### src/rtl/sreg_pkg.sv
package sreg_pkg;
   // serial clock edge flags seen in the system clock domain
   typedef struct packed {
      logic rise;
      logic fall;
   } sck_edge_t;

   function automatic int idx_width(input int n);
      return (n < 2) ? 1 : $clog2(n + 1);
   endfunction
endpackage

### src/rtl/sreg_sync.sv
module sreg_sync #(
   parameter int W      = 1,
   parameter int STAGES = 2
) (
   input  logic         clk,
   input  logic         rst_n,
   input  logic [W-1:0] d,
   output logic [W-1:0] q
);
   initial begin
      if (STAGES < 2) $error("sreg_sync: STAGES must be at least 2");
   end

   for (genvar g = 0; g < STAGES; g++) begin : stg
      logic [W-1:0] r;
      if (g == 0) begin : head
         always_ff @(posedge clk or negedge rst_n)
            if (!rst_n) r <= '0;
            else        r <= d;
      end else begin : tail
         always_ff @(posedge clk or negedge rst_n)
            if (!rst_n) r <= '0;
            else        r <= stg[g-1].r;
      end
   end

   assign q = stg[STAGES-1].r;
endmodule

### src/rtl/sreg_frame.sv
module sreg_frame
   import sreg_pkg::*;
#(
   parameter int DATA_W     = 8,
   parameter int STAT_BYTES = 2,
   localparam int BIT_W     = $clog2(DATA_W),
   localparam int IDX_W     = idx_width(STAT_BYTES)
) (
   input  logic              clk,
   input  logic              rst_n,
   input  logic              sel,
   input  logic              sck,
   input  logic              sdi,
   output logic              load,
   output logic              shift,
   output logic              done,
   output logic [DATA_W-1:0] rx_byte,
   output logic [IDX_W-1:0]  tx_idx
);
   logic              sck_q;
   logic [BIT_W-1:0]  bit_cnt;
   logic [DATA_W-1:0] rx_sh;
   sck_edge_t         edg;

   assign edg.rise = sel &  sck & ~sck_q;
   assign edg.fall = sel & ~sck &  sck_q;
   assign load     = edg.rise && (bit_cnt == '0);
   assign shift    = edg.rise && (bit_cnt != '0);

   always_ff @(posedge clk or negedge rst_n) begin
      if (!rst_n) begin
         sck_q   <= 1'b0;
         bit_cnt <= '0;
         rx_sh   <= '0;
         rx_byte <= '0;
         done    <= 1'b0;
         tx_idx  <= '0;
      end else begin
         sck_q <= sck;
         done  <= 1'b0;
         if (!sel) begin
            bit_cnt <= '0;
            rx_sh   <= '0;
            tx_idx  <= '0;
         end else begin
            if (load && (tx_idx < IDX_W'(STAT_BYTES)))
               tx_idx <= tx_idx + 1'b1;
            if (edg.fall) begin
               rx_sh <= {rx_sh[DATA_W-2:0], sdi};
               if (bit_cnt == BIT_W'(DATA_W - 1)) begin
                  bit_cnt <= '0;
                  done    <= 1'b1;
                  rx_byte <= {rx_sh[DATA_W-2:0], sdi};
               end else begin
                  bit_cnt <= bit_cnt + 1'b1;
               end
            end
         end
      end
   end


   done_pulse_chk: assert property (@(posedge clk) disable iff (!rst_n)
      done |=> !done);
endmodule

### src/rtl/sreg_resp.sv
module sreg_resp
   import sreg_pkg::*;
#(
   parameter int DATA_W                = 8,
   parameter int ADDR_W                = 7,
   parameter int STAT_BYTES            = 2,
   parameter logic [ADDR_W-1:0] DUMMY  = 7'h3F,
   localparam int IDX_W                = idx_width(STAT_BYTES),
   localparam int STAT_W               = STAT_BYTES * DATA_W
) (
   input  logic              clk,
   input  logic              rst_n,
   input  logic              sel,
   input  logic              load,
   input  logic              shift,
   input  logic [IDX_W-1:0]  tx_idx,
   input  logic              done,
   input  logic [DATA_W-1:0] rx_byte,
   input  logic [STAT_W-1:0] stat,
   input  logic [DATA_W-1:0] rd_data,
   output logic [ADDR_W-1:0] rd_addr,
   output logic              tx_bit
);
   logic [DATA_W-1:0] pipe [STAT_BYTES];
   logic [DATA_W-1:0] tx_sh;
   logic [STAT_W-1:0] stat_q;
   logic              fetch;
   logic              cmd_ok;

   assign cmd_ok = rx_byte[DATA_W-1] && (rx_byte[ADDR_W-1:0] != DUMMY);
   assign tx_bit = tx_sh[DATA_W-1];

   // byte n of a status word, most significant byte first
   function automatic logic [DATA_W-1:0] stat_byte(input logic [STAT_W-1:0] w,
                                                   input logic [IDX_W-1:0] n);
      return w[(STAT_BYTES - 1 - int'(n)) * DATA_W +: DATA_W];
   endfunction

   always_ff @(posedge clk or negedge rst_n) begin
      if (!rst_n) begin
         for (int i = 0; i < STAT_BYTES; i++) pipe[i] <= '0;
         tx_sh   <= '0;
         stat_q  <= '0;
         fetch   <= 1'b0;
         rd_addr <= '0;
      end else if (!sel) begin
         for (int i = 0; i < STAT_BYTES; i++) pipe[i] <= '0;
         tx_sh <= '0;
         fetch <= 1'b0;
      end else begin
         fetch <= done && cmd_ok;
         if (done) begin
            for (int i = 0; i < STAT_BYTES - 1; i++) pipe[i] <= pipe[i+1];
            pipe[STAT_BYTES-1] <= '0;
            if (cmd_ok) rd_addr <= rx_byte[ADDR_W-1:0];
         end
         if (fetch) pipe[STAT_BYTES-1] <= rd_data;
         if (load) begin
            if (tx_idx == '0) begin
               tx_sh  <= stat_byte(stat, '0);
               stat_q <= stat;
            end else if (tx_idx < IDX_W'(STAT_BYTES)) begin
               tx_sh <= stat_byte(stat_q, tx_idx);
            end else begin
               tx_sh <= pipe[0];
            end
         end else if (shift) begin
            tx_sh <= {tx_sh[DATA_W-2:0], 1'b0};
         end
      end
   end


   addr_dummy_chk: assert property (@(posedge clk) disable iff (!rst_n)
      (rd_addr != $past(rd_addr)) |-> (rd_addr != DUMMY));


   addr_hold_chk: assert property (@(posedge clk) disable iff (!rst_n)
      !$past(done) |-> $stable(rd_addr));


   shift_order_chk: assert property (@(posedge clk) disable iff (!rst_n)
      shift |=> (!sel || tx_sh[DATA_W-1] == $past(tx_sh[DATA_W-2])));
endmodule

### src/rtl/sreg_reader.sv
module sreg_reader
   import sreg_pkg::*;
#(
   parameter int DATA_W                    = 8,
   parameter int ADDR_W                    = 7,
   parameter int STAT_BYTES                = 2,
   parameter int SYNC_STAGES               = 2,
   parameter logic [ADDR_W-1:0] DUMMY_ADDR = 7'h3F,
   localparam int IDX_W                    = idx_width(STAT_BYTES),
   localparam int STAT_W                   = STAT_BYTES * DATA_W
) (
   input  logic              clk,
   input  logic              rst_n,
   input  logic              spi_cs,
   input  logic              spi_sck,
   input  logic              spi_sdi,
   output logic              spi_sdo,
   output logic              spi_sdo_oe,
   input  logic [STAT_W-1:0] status,
   output logic [ADDR_W-1:0] reg_addr,
   input  logic [DATA_W-1:0] reg_data
);
   initial begin
      if (ADDR_W + 1 != DATA_W) $error("sreg_reader: command must be flag plus address");
      if (STAT_BYTES < 1)       $error("sreg_reader: STAT_BYTES must be at least 1");
      if (DATA_W < 2)           $error("sreg_reader: DATA_W must be at least 2");
   end

   logic              sel_s, sck_s, sdi_s;
   logic              load, shift, done, tx_bit;
   logic [DATA_W-1:0] rx_byte;
   logic [IDX_W-1:0]  tx_idx;

   sreg_sync #(.W(3), .STAGES(SYNC_STAGES)) u_sync (
      .clk   (clk),
      .rst_n (rst_n),
      .d     ({spi_cs, spi_sck, spi_sdi}),
      .q     ({sel_s, sck_s, sdi_s})
   );

   sreg_frame #(.DATA_W(DATA_W), .STAT_BYTES(STAT_BYTES)) u_frame (
      .clk     (clk),
      .rst_n   (rst_n),
      .sel     (sel_s),
      .sck     (sck_s),
      .sdi     (sdi_s),
      .load    (load),
      .shift   (shift),
      .done    (done),
      .rx_byte (rx_byte),
      .tx_idx  (tx_idx)
   );

   sreg_resp #(.DATA_W(DATA_W), .ADDR_W(ADDR_W), .STAT_BYTES(STAT_BYTES),
               .DUMMY(DUMMY_ADDR)) u_resp (
      .clk     (clk),
      .rst_n   (rst_n),
      .sel     (sel_s),
      .load    (load),
      .shift   (shift),
      .tx_idx  (tx_idx),
      .done    (done),
      .rx_byte (rx_byte),
      .stat    (status),
      .rd_data (reg_data),
      .rd_addr (reg_addr),
      .tx_bit  (tx_bit)
   );

   assign spi_sdo_oe = sel_s;
   assign spi_sdo    = sel_s & tx_bit;


   idle_release_chk: assert property (@(posedge clk) disable iff (!rst_n)
      !spi_sdo_oe |-> !spi_sdo);
endmodule

### config.mk
export PLATFORM = sky130hd
export DESIGN_NAME = sreg_reader
export DESIGN_NICKNAME = d
export VERILOG_FILES = /design/src/rtl/sreg_pkg.sv /design/src/rtl/sreg_sync.sv /design/src/rtl/sreg_frame.sv /design/src/rtl/sreg_resp.sv /design/src/rtl/sreg_reader.sv
export SDC_FILE = /design/constraint.sdc
export NUM_CORES = 1
export LEC_CHECK = 0
export ABC_AREA = 1
export BUFFER_PORTS_ARGS = -buffer_cell sky130_fd_sc_hd__buf_4
export CORE_UTILIZATION = 44
export CTS_BUF_LIST = sky130_fd_sc_hd__clkbuf_8
export DETAILED_ROUTE_END_ITERATION = 6
export SETUP_SLACK_MARGIN = 0.4
export SYNTH_ARGS = -nofsm -noshare
export SYNTH_HDL_FRONTEND = slang
export SYNTH_SLANG_ARGS = --single-unit
### constraint.sdc
create_clock -name clk -period 2.3 [get_ports clk]
set_input_delay 0.115 -clock clk [delete_from_list [all_inputs] [get_ports clk]]
set_output_delay 0.115 -clock clk [all_outputs]
set_load 0.05 [all_outputs]
==> metrics.md, run 1 <==
| Metric | Value |
|---|---|
| IO Port Bufs | 37 |
| Register bit total from synthesis | 76 |
| Final non-filler cell total | 523 |
| Total die area | 7861 µm² |
| CP startpoint | u_frame.tx_idx[0]$_DFFE_PN0P_ |
| Routed Antenna Nets | 0 |
| Die H | 88.66 µm |
| Unique masters post-synth | 25 |
| Post-synthesis mux area share | 0% |
| Yosys warns | 0 |
| Global-route wire length before repair | 11.16 mm |
| Leakage | 2.024 nW |
| Grt ovf | 0 |
| Setup Viol. Count Final | 0 |
| Hold WC Path Type | in2reg |
| Final Skew | 0.01244 ns |
| Total vias in the final route | 2481 |
| Simple-gate share of the synthesized area | 21.77% |
| Worst-Skew Late Latency | 0.34 ns |
| Worst r2r src | u_frame.tx_idx[0]$_DFFE_PN0P_ |
| Clock buffer depth | 2 |
| RSZ-0062 raised after global routing | yes |
| Horiz. Die Dim | 88.66 µm |
| Synth Area in Adders | 1.515% |
| Fin. max-slew vios | 0 |
| Final hold vios | 0 |
| CTS Sinks | 76 |
| WL final | 6.632 mm |
| Vias in the first global route | 2370 |
| Initial DRC count | 118 |
| Critical Path Fanout Max | 15 |
| Ports | 38 |
| CP max-delay cell | dfrtp_1 |
| Design Power | 2.686 mW |
| CTS clk-pin slew, worst paths | 0.08 ns |
| ANT cells | 0 |
| Drt first pass iters | 4 |
| Multi-input logic area | 1155 µm² |
| Crit path capture type | flip-flop |
| Post-DP HPWL | 4.552 mm |
| Final-layout fill cell count | 696 |
| Root Driver | clkbuf_8 |
| Final Net Count | 453 |
| DRC Markers | 0 |
| Synthesized instance count | 368 |
| # Max-Cap Violations | 0 |
| CTS tree | built |
| Layout area overhead | 20.37% |
| Crit Reg-Reg Endpoint | u_resp.tx_sh[1]$_DFFE_PN0P_ |
| TritonCTS Buffers | 9 |
| Delay of the slowest critical-path stage | 0.52 ns |
| Final period util | 77.32% |
| Rows | 31 |
| Layout cell share with drive strength beyond 1 | 17.92% |
| WP buf/inv | 2 |
| Starting Density | 45.56% |
| Kind of cell adding the most delay to the critical path | flip-flops |
| Wire per inst | 12.68 µm |
| Worst Setup Start Kind | flip-flop |
| Mapped Avg Cell Area | 8.979 µm² |
| Placed cell count | 496 |
| Place WS | 0.2934 ns |
| Syn_nets | 401 |
| TNS Setup | 0 ns |
| Vias per inst | 4.744 |
| Routability cong. | 0.8147 |
| Least-Margin Pin Slew | 0.9301 ns |
| Reg area | 1904 µm² |
| Final Cell Area | 3978 µm² |
| Worst setup margin | 0.5216 ns |
| Synth Area in Compound Gates | 11.13% |
| Synth Area in XOR/XNOR | 0% |
| CP cell instances | clkinv_1 > ha_4 > inv_1 > nand2_1 > nor2_1 > nand2_1 > nand3_1 > nand2_1 |
| CP Depth | 8 |
| FMAX | 562.3 MHz |
| Maximum vdd drop | 299.4 µV |
| Worst reg-to-reg setup slack | 0.52 ns |
| Syn Std Cell Area | 3304 µm² |
| Worst Path Arrival | 2.02 ns |
| CP most frequent cell | nand2_1 |
| PwrDens | 675.3 nW/µm² |
| Initial antenna violation count | 0 |
| Area of placed instances | 3670 µm² |
| Main combinational cell family by area after synthesis | simple AND/OR/NAND/NOR gates |
| Crit path time final | 1.778 ns |
| Relative slew margins | 37.99% |
| Reg2Reg Depth | 8 |
| GR Util All Layers | 18.85% |
| Fin util | 54.84% |
| Sequential share of the synthesized area | 57.55% |
| Status | completed |
| Core area | 7253 µm² |
| CP required | 2.54 ns |
| Largest net degree at the start of global routing | 77 |
| CP Class | reg2reg |
| Hold_ws | 0.01368 ns |
| Crit path capture | u_resp.tx_sh[1]$_DFFE_PN0P_ |
| H-tree Lvls | 3 |
## cells in the final DEF, fill, tap and decap left out, types with 7 or more instances in the layout
cell           netlist  layout
nand3_1             40      40
buf_4                3      39
nand2_1             94      94
o22ai_1              8       8
nor2_1               7       7
dlygate4sd3_1        0      12
nand4_1              7       7
o21ai_0             20      20
a21oi_1              9       9
clkbuf_8             0      10
o21a_1               7       7
o21ai_2              8       8
o21ai_1             10      10
dfrtp_1             76      74
inv_1               52      53
## cell usage after synthesis, drive strengths merged
cell type,n,area [µm²]
nand2,97,376.6
dfrtp,76,1902
inv,55,206.5
nand3,40,200.2
o21ai,38,220.2
nor2,13,87.59
a21oi,9,45.04
o22ai,8,50.05
nand4,7,43.79
o21a,7,52.55
buf,5,32.53
clkbuf,5,18.77
ha,4,50.05
clkinv,2,7.510
nor3,1,5.000
or2,1,6.260
## sequential cells by signal, summed over array words and instances, names as in the netlist, 2 cells and up
name and count:
u_resp.pipe 16, u_sync.stg.r 3, u_frame.bit_cnt 3, u_frame.rx_sh 7, u_frame.rx_byte 8, u_resp.stat_q 16, u_resp.rd_addr 7, u_frame.tx_idx 2
u_resp.tx_sh 8, u_sync.q 3
## worst register-to-register path, cell delays in order (launching register included)
cell and delay, ns:
dfrtp_1 0.52, clkinv_1 0.32, ha_4 0.31, inv_1 0.19, nand2_1 0.08, nor2_1 0.09, nand2_1 0.05, nand3_1 0.07
nand2_1 0.05
## power by group
part | internal (mW) | leakage, nW | switching (mW)
Clock | 0.409 | 0.0893 | 0.474
Sequential | 1.43 | 1.00 | 0.0498
Combinational | 0.136 | 0.935 | 0.186
## worst min-delay path by stage
stage | from | to | slack [ns] | cells past startpoint
2_1_floorplan | rst_n | u_frame.bit_cnt[0]$_DFFE_PN0P_ | -0.18 | 0
3_3_place_gp | spi_cs | u_sync.stg[0].r[2]$_DFF_PN0_ | 0.22 | 1
3_5_place_dp | spi_cs | u_sync.stg[0].r[2]$_DFF_PN0_ | 0.23 | 1
4_1_cts | status[8] | u_resp.stat_q[8]$_DFFE_PN0P_ | 0.002 | 3
5_1_grt | reg_data[1] | u_resp.pipe[1]$_DFFE_PN0P_ | 0.01 | 3
6_report | reg_data[0] | u_resp.pipe[0]$_DFFE_PN0P_ | 0.01 | 3
## metal layers
| layer | share of wire [%] | up-vias | track usage (%) |
|---|---|---|---|
| met5 | 0 | - | 0 |
| met4 | 1.1 | 0 | 8.504 |
| met3 | 2.8 | 7 | 3.358 |
| met2 | 47 | 33 | 28.95 |
| met1 | 49 | 1157 | 26.16 |
| li1 | - | 1284 | - |
## final cells by class
type	instances	share of cell area (%)
repair buffers	51	10.38
multi-input cells	225	29.03
clock inverters	5	0.7550
inverters	57	5.379
clock buffers	10	3.460
flip-flops and latches	76	47.88
well taps	99	3.114
## logic make-up after synthesis
group,count (synthesis)
AO/OA/AOI/OAI,62
adder cells (fa/ha/maj),4
buffers and inverters,67
flip-flops,76
AND/OR/NAND/NOR,159
## what timing repair did
action | CTS | global route
hold buffers | 12 | 0
endpoints found under the hold margin | 87 | 0
endpoints found under the setup margin | 18 | 36
buffers inserted | 0 | 0
resized for setup | 1 | 4
Note: power is estimated with default switching activity, not from simulation.
==> run 2: changes to the inputs <==
PLACE_DENSITY = 0.65   (was default)
clock period = 1.6 ns   (was 2.3 ns; I/O delays follow)
==> run 2 against run 1 <==
Against the previous run: global-route usage rose by 2.2 points; cell count rose by 8.0%; die area did not move; critical path depth fell by 2; sequential power rose by 44%; critical path type unchanged; largest cell class unchanged.
==> metrics.md, run 2 (same netlist as run 1, synthesis figures left out) <==
| Metric | Value |
|---|---|
| Status | completed |
| H-tree Lvls | 3 (unchanged) |
| Total vias in the final route | 2785 (+12%) |
| Drt first pass iters | 4 (unchanged) |
| CP most frequent cell | nand3_1 |
| Delay of the slowest critical-path stage | 0.49 ns (-0.03 ns) |
| RSZ-0062 raised after global routing | yes |
| Worst-Skew Late Latency | 0.36 ns (+0.02 ns) |
| CP required | 1.84 ns (-0.70 ns) |
| Worst Setup Start Kind | flip-flop |
| TNS Setup | 0 ns (unchanged) |
| Critical Path Fanout Max | 9 (-6) |
| Fin. max-slew vios | 0 (unchanged) |
| Leakage | 2.275 nW (+12%) |
| Final Skew | 0.01282 ns (+0.0003756 ns) |
| Final hold vios | 0 (unchanged) |
| Layout area overhead | 41.54% |
| Wire per inst | 13.94 µm (+9.9%) |
| Biggest regs | u_resp.pipe (16), u_resp.stat_q (16) |
| Total die area | 7861 µm² (unchanged) |
| Routed Antenna Nets | 0 (unchanged) |
| ANT cells | 0 (unchanged) |
| Most common cell after layout, fill and taps aside | nand2_1 |
| Area of placed instances | 3792 µm² (+3.3%) |
| Final-layout fill cell count | 581 (-17%) |
| Final non-filler cell total | 565 (+8.0%) |
| CTS Sinks | 76 (unchanged) |
| Initial DRC count | 160 (+36%) |
| Root Driver | clkbuf_8 |
| Layout cell share with drive strength beyond 1 | 31.97% (+14 points) |
| Hold Crit Depth | 4 (+1) |
| Crit Reg-Reg Endpoint | u_resp.tx_sh[2]$_DFFE_PN0P_ |
| CTS clk-pin slew, worst paths | 0.08 ns (about the same) |
| Vias in the first global route | 2719 (+15%) |
| Routability cong. | 0.8511 (+4.5%) |
| DRC Markers | 0 (unchanged) |
| WP buf/inv | 1 (-1) |
| Setup Viol. Count Final | 0 (unchanged) |
| CP cell instances | inv_1 > nand3_1 > nor2_4 > nand3_1 > nand3_1 > nand2_1 |
| Starting Density | 45.56% (unchanged) |
| Reg2Reg Depth | 6 (-2) |
| CP Class | reg2reg |
| Post-DP HPWL | 4.955 mm (+8.9%) |
| CP max-delay cell | dfrtp_1 |
| Grt ovf | 0 (unchanged) |
| WL final | 7.877 mm (+19%) |
| FMAX | 712.5 MHz (+27%) |
| Least-Margin Pin Slew | 0.4891 ns (-0.4410 ns) |
| Core area | 7253 µm² (unchanged) |
| Clock buffer depth | 2 (unchanged) |
| Rows | 31 (unchanged) |
| TritonCTS Buffers | 9 (unchanged) |
| Worst Path Arrival | 1.64 ns (-0.38 ns) |
| Worst reg-to-reg setup slack | 0.20 ns (-0.33 ns) |
| Worst Hold End | u_resp.stat_q[11]$_DFFE_PN0P_ |
| IO Port Bufs | 37 (unchanged) |
| Relative slew margins | 67.39% (+29 points) |
| Horiz. Die Dim | 88.66 µm (unchanged) |
| Ports | 38 (unchanged) |
| Vias per inst | 4.929 (+3.9%) |
| Largest net degree at the start of global routing | 40 (-48%) |
| GR Util All Layers | 21.03% (+2.2 points) |
| Global-route wire length before repair | 12.28 mm (+10%) |
| Crit path time final | 1.404 ns (-0.3748 ns) |
| Kind of cell adding the most delay to the critical path | simple AND/OR/NAND/NOR gates |
| Most frequent cells in the layout | 83 x nand2_1, 75 x dfrtp_1, 54 x buf_4, 45 x inv_1, 38 x nand3_1 |
| Initial antenna violation count | 0 (unchanged) |
| Final Cell Area | 4677 µm² (+18%) |
| # Max-Cap Violations | 0 (unchanged) |
| Maximum vdd drop | 549.1 µV (+83%) |
| Die H | 88.66 µm (unchanged) |
| CTS tree | built |
| Placed cell count | 508 (+2.4%) |
| Final Net Count | 494 (+9.1%) |
| PwrDens | 910.6 nW/µm² (+35%) |
| Hold WC Path Type | in2reg |
| HP Start | status[11] |
| Crit path capture type | flip-flop |
| Final period util | 87.73% (+10 points) |
| Worst r2r src | u_frame.sck_q$_DFF_PN0_ |
==> run 2: cell types whose count changed in the layout (fill, tap and decap cells not counted), sizes merged <==
cell and delta:
clkinv +1, buf +28, dlygate4sd3 +9, nor2 +2, inv -1, bufinv +1, nand2 +2
==> run 2: metrics by stage <==
step	total power, mW	setup WS [ns]	util (%)	hold WS, ns
2_1_floorplan	2.436	0.1884	-	-0.2156
3_3_place_gp	2.616	0.1937	52.29	0.07689
3_5_place_dp	2.633	0.1255	52.29	0.07906
4_1_cts	4.237	0.2294	60.17	0.06951
5_1_grt	4.454	0.1135	64.48	0.09723
6_report	4.259	0.1964	64.48	0.08782
==> run 2: worst register-to-register path, stage by stage (launching register included) <==
cell and delay (ns):
dfrtp_1 0.49, inv_1 0.10, nand3_1 0.12, nor2_4 0.25
nand3_1 0.13, nand3_1 0.13, nand2_1 0.07
==> run 2: final cells by class <==
type | count | area (µm²) | share of cell area, %
sequential | 76 | 1903 | 40.69
multi-input combinational | 229 | 1436 | 30.71
timing repair buffer | 88 | 763.2 | 16.32
inverter | 57 | 242.7 | 5.190
clock buffer | 10 | 137.6 | 2.943
tap | 99 | 123.9 | 2.648
clock inverter | 6 | 70.07 | 1.498
==> run 2: repair_timing <==
action / in CTS / in global routing
endpoints found under the hold margin: 57 / 0
pin swaps: 19 / 19
buffers inserted: 6 / 9
gates resized for setup: 21 / 55
gates cloned: 3 / 2
hold buffers: 21 / 0
endpoints found under the setup margin: 61 / 61
==> run 2: worst max path at each step <==
stage               cells after the start                      startpoint                            to
CTS                                     8  u_frame.bit_cnt[1]$_DFFE_PN0P_   u_resp.tx_sh[7]$_DFFE_PN0P_
detailed placement                      8  u_frame.bit_cnt[0]$_DFFE_PN0P_  u_resp.stat_q[8]$_DFFE_PN0P_
floorplan                               6           u_sync.q[2]$_DFF_PN0_  u_resp.stat_q[8]$_DFFE_PN0P_
global placement                        8  u_frame.bit_cnt[0]$_DFFE_PN0P_  u_resp.stat_q[8]$_DFFE_PN0P_
finish                                  6         u_frame.sck_q$_DFF_PN0_   u_resp.tx_sh[2]$_DFFE_PN0P_
global route                            6         u_frame.sck_q$_DFF_PN0_   u_resp.tx_sh[2]$_DFFE_PN0P_
==> run 2: routing by layer <==
metal | share of wire, % | GRT usage [%]
met4 | 2.9 | 9.824
met3 | 2.9 | 3.918
met1 | 45 | 27.19
met2 | 49 | 34.34
met5 | 0 | 0
==> run 2: where the power goes <==
part	total, mW	switching [mW]	internal, mW	leakage [nW]
logic	0.618	0.335	0.284	1.17
clock network	1.51	0.737	0.776	0.107
registers	2.13	0.0710	2.06	1.00
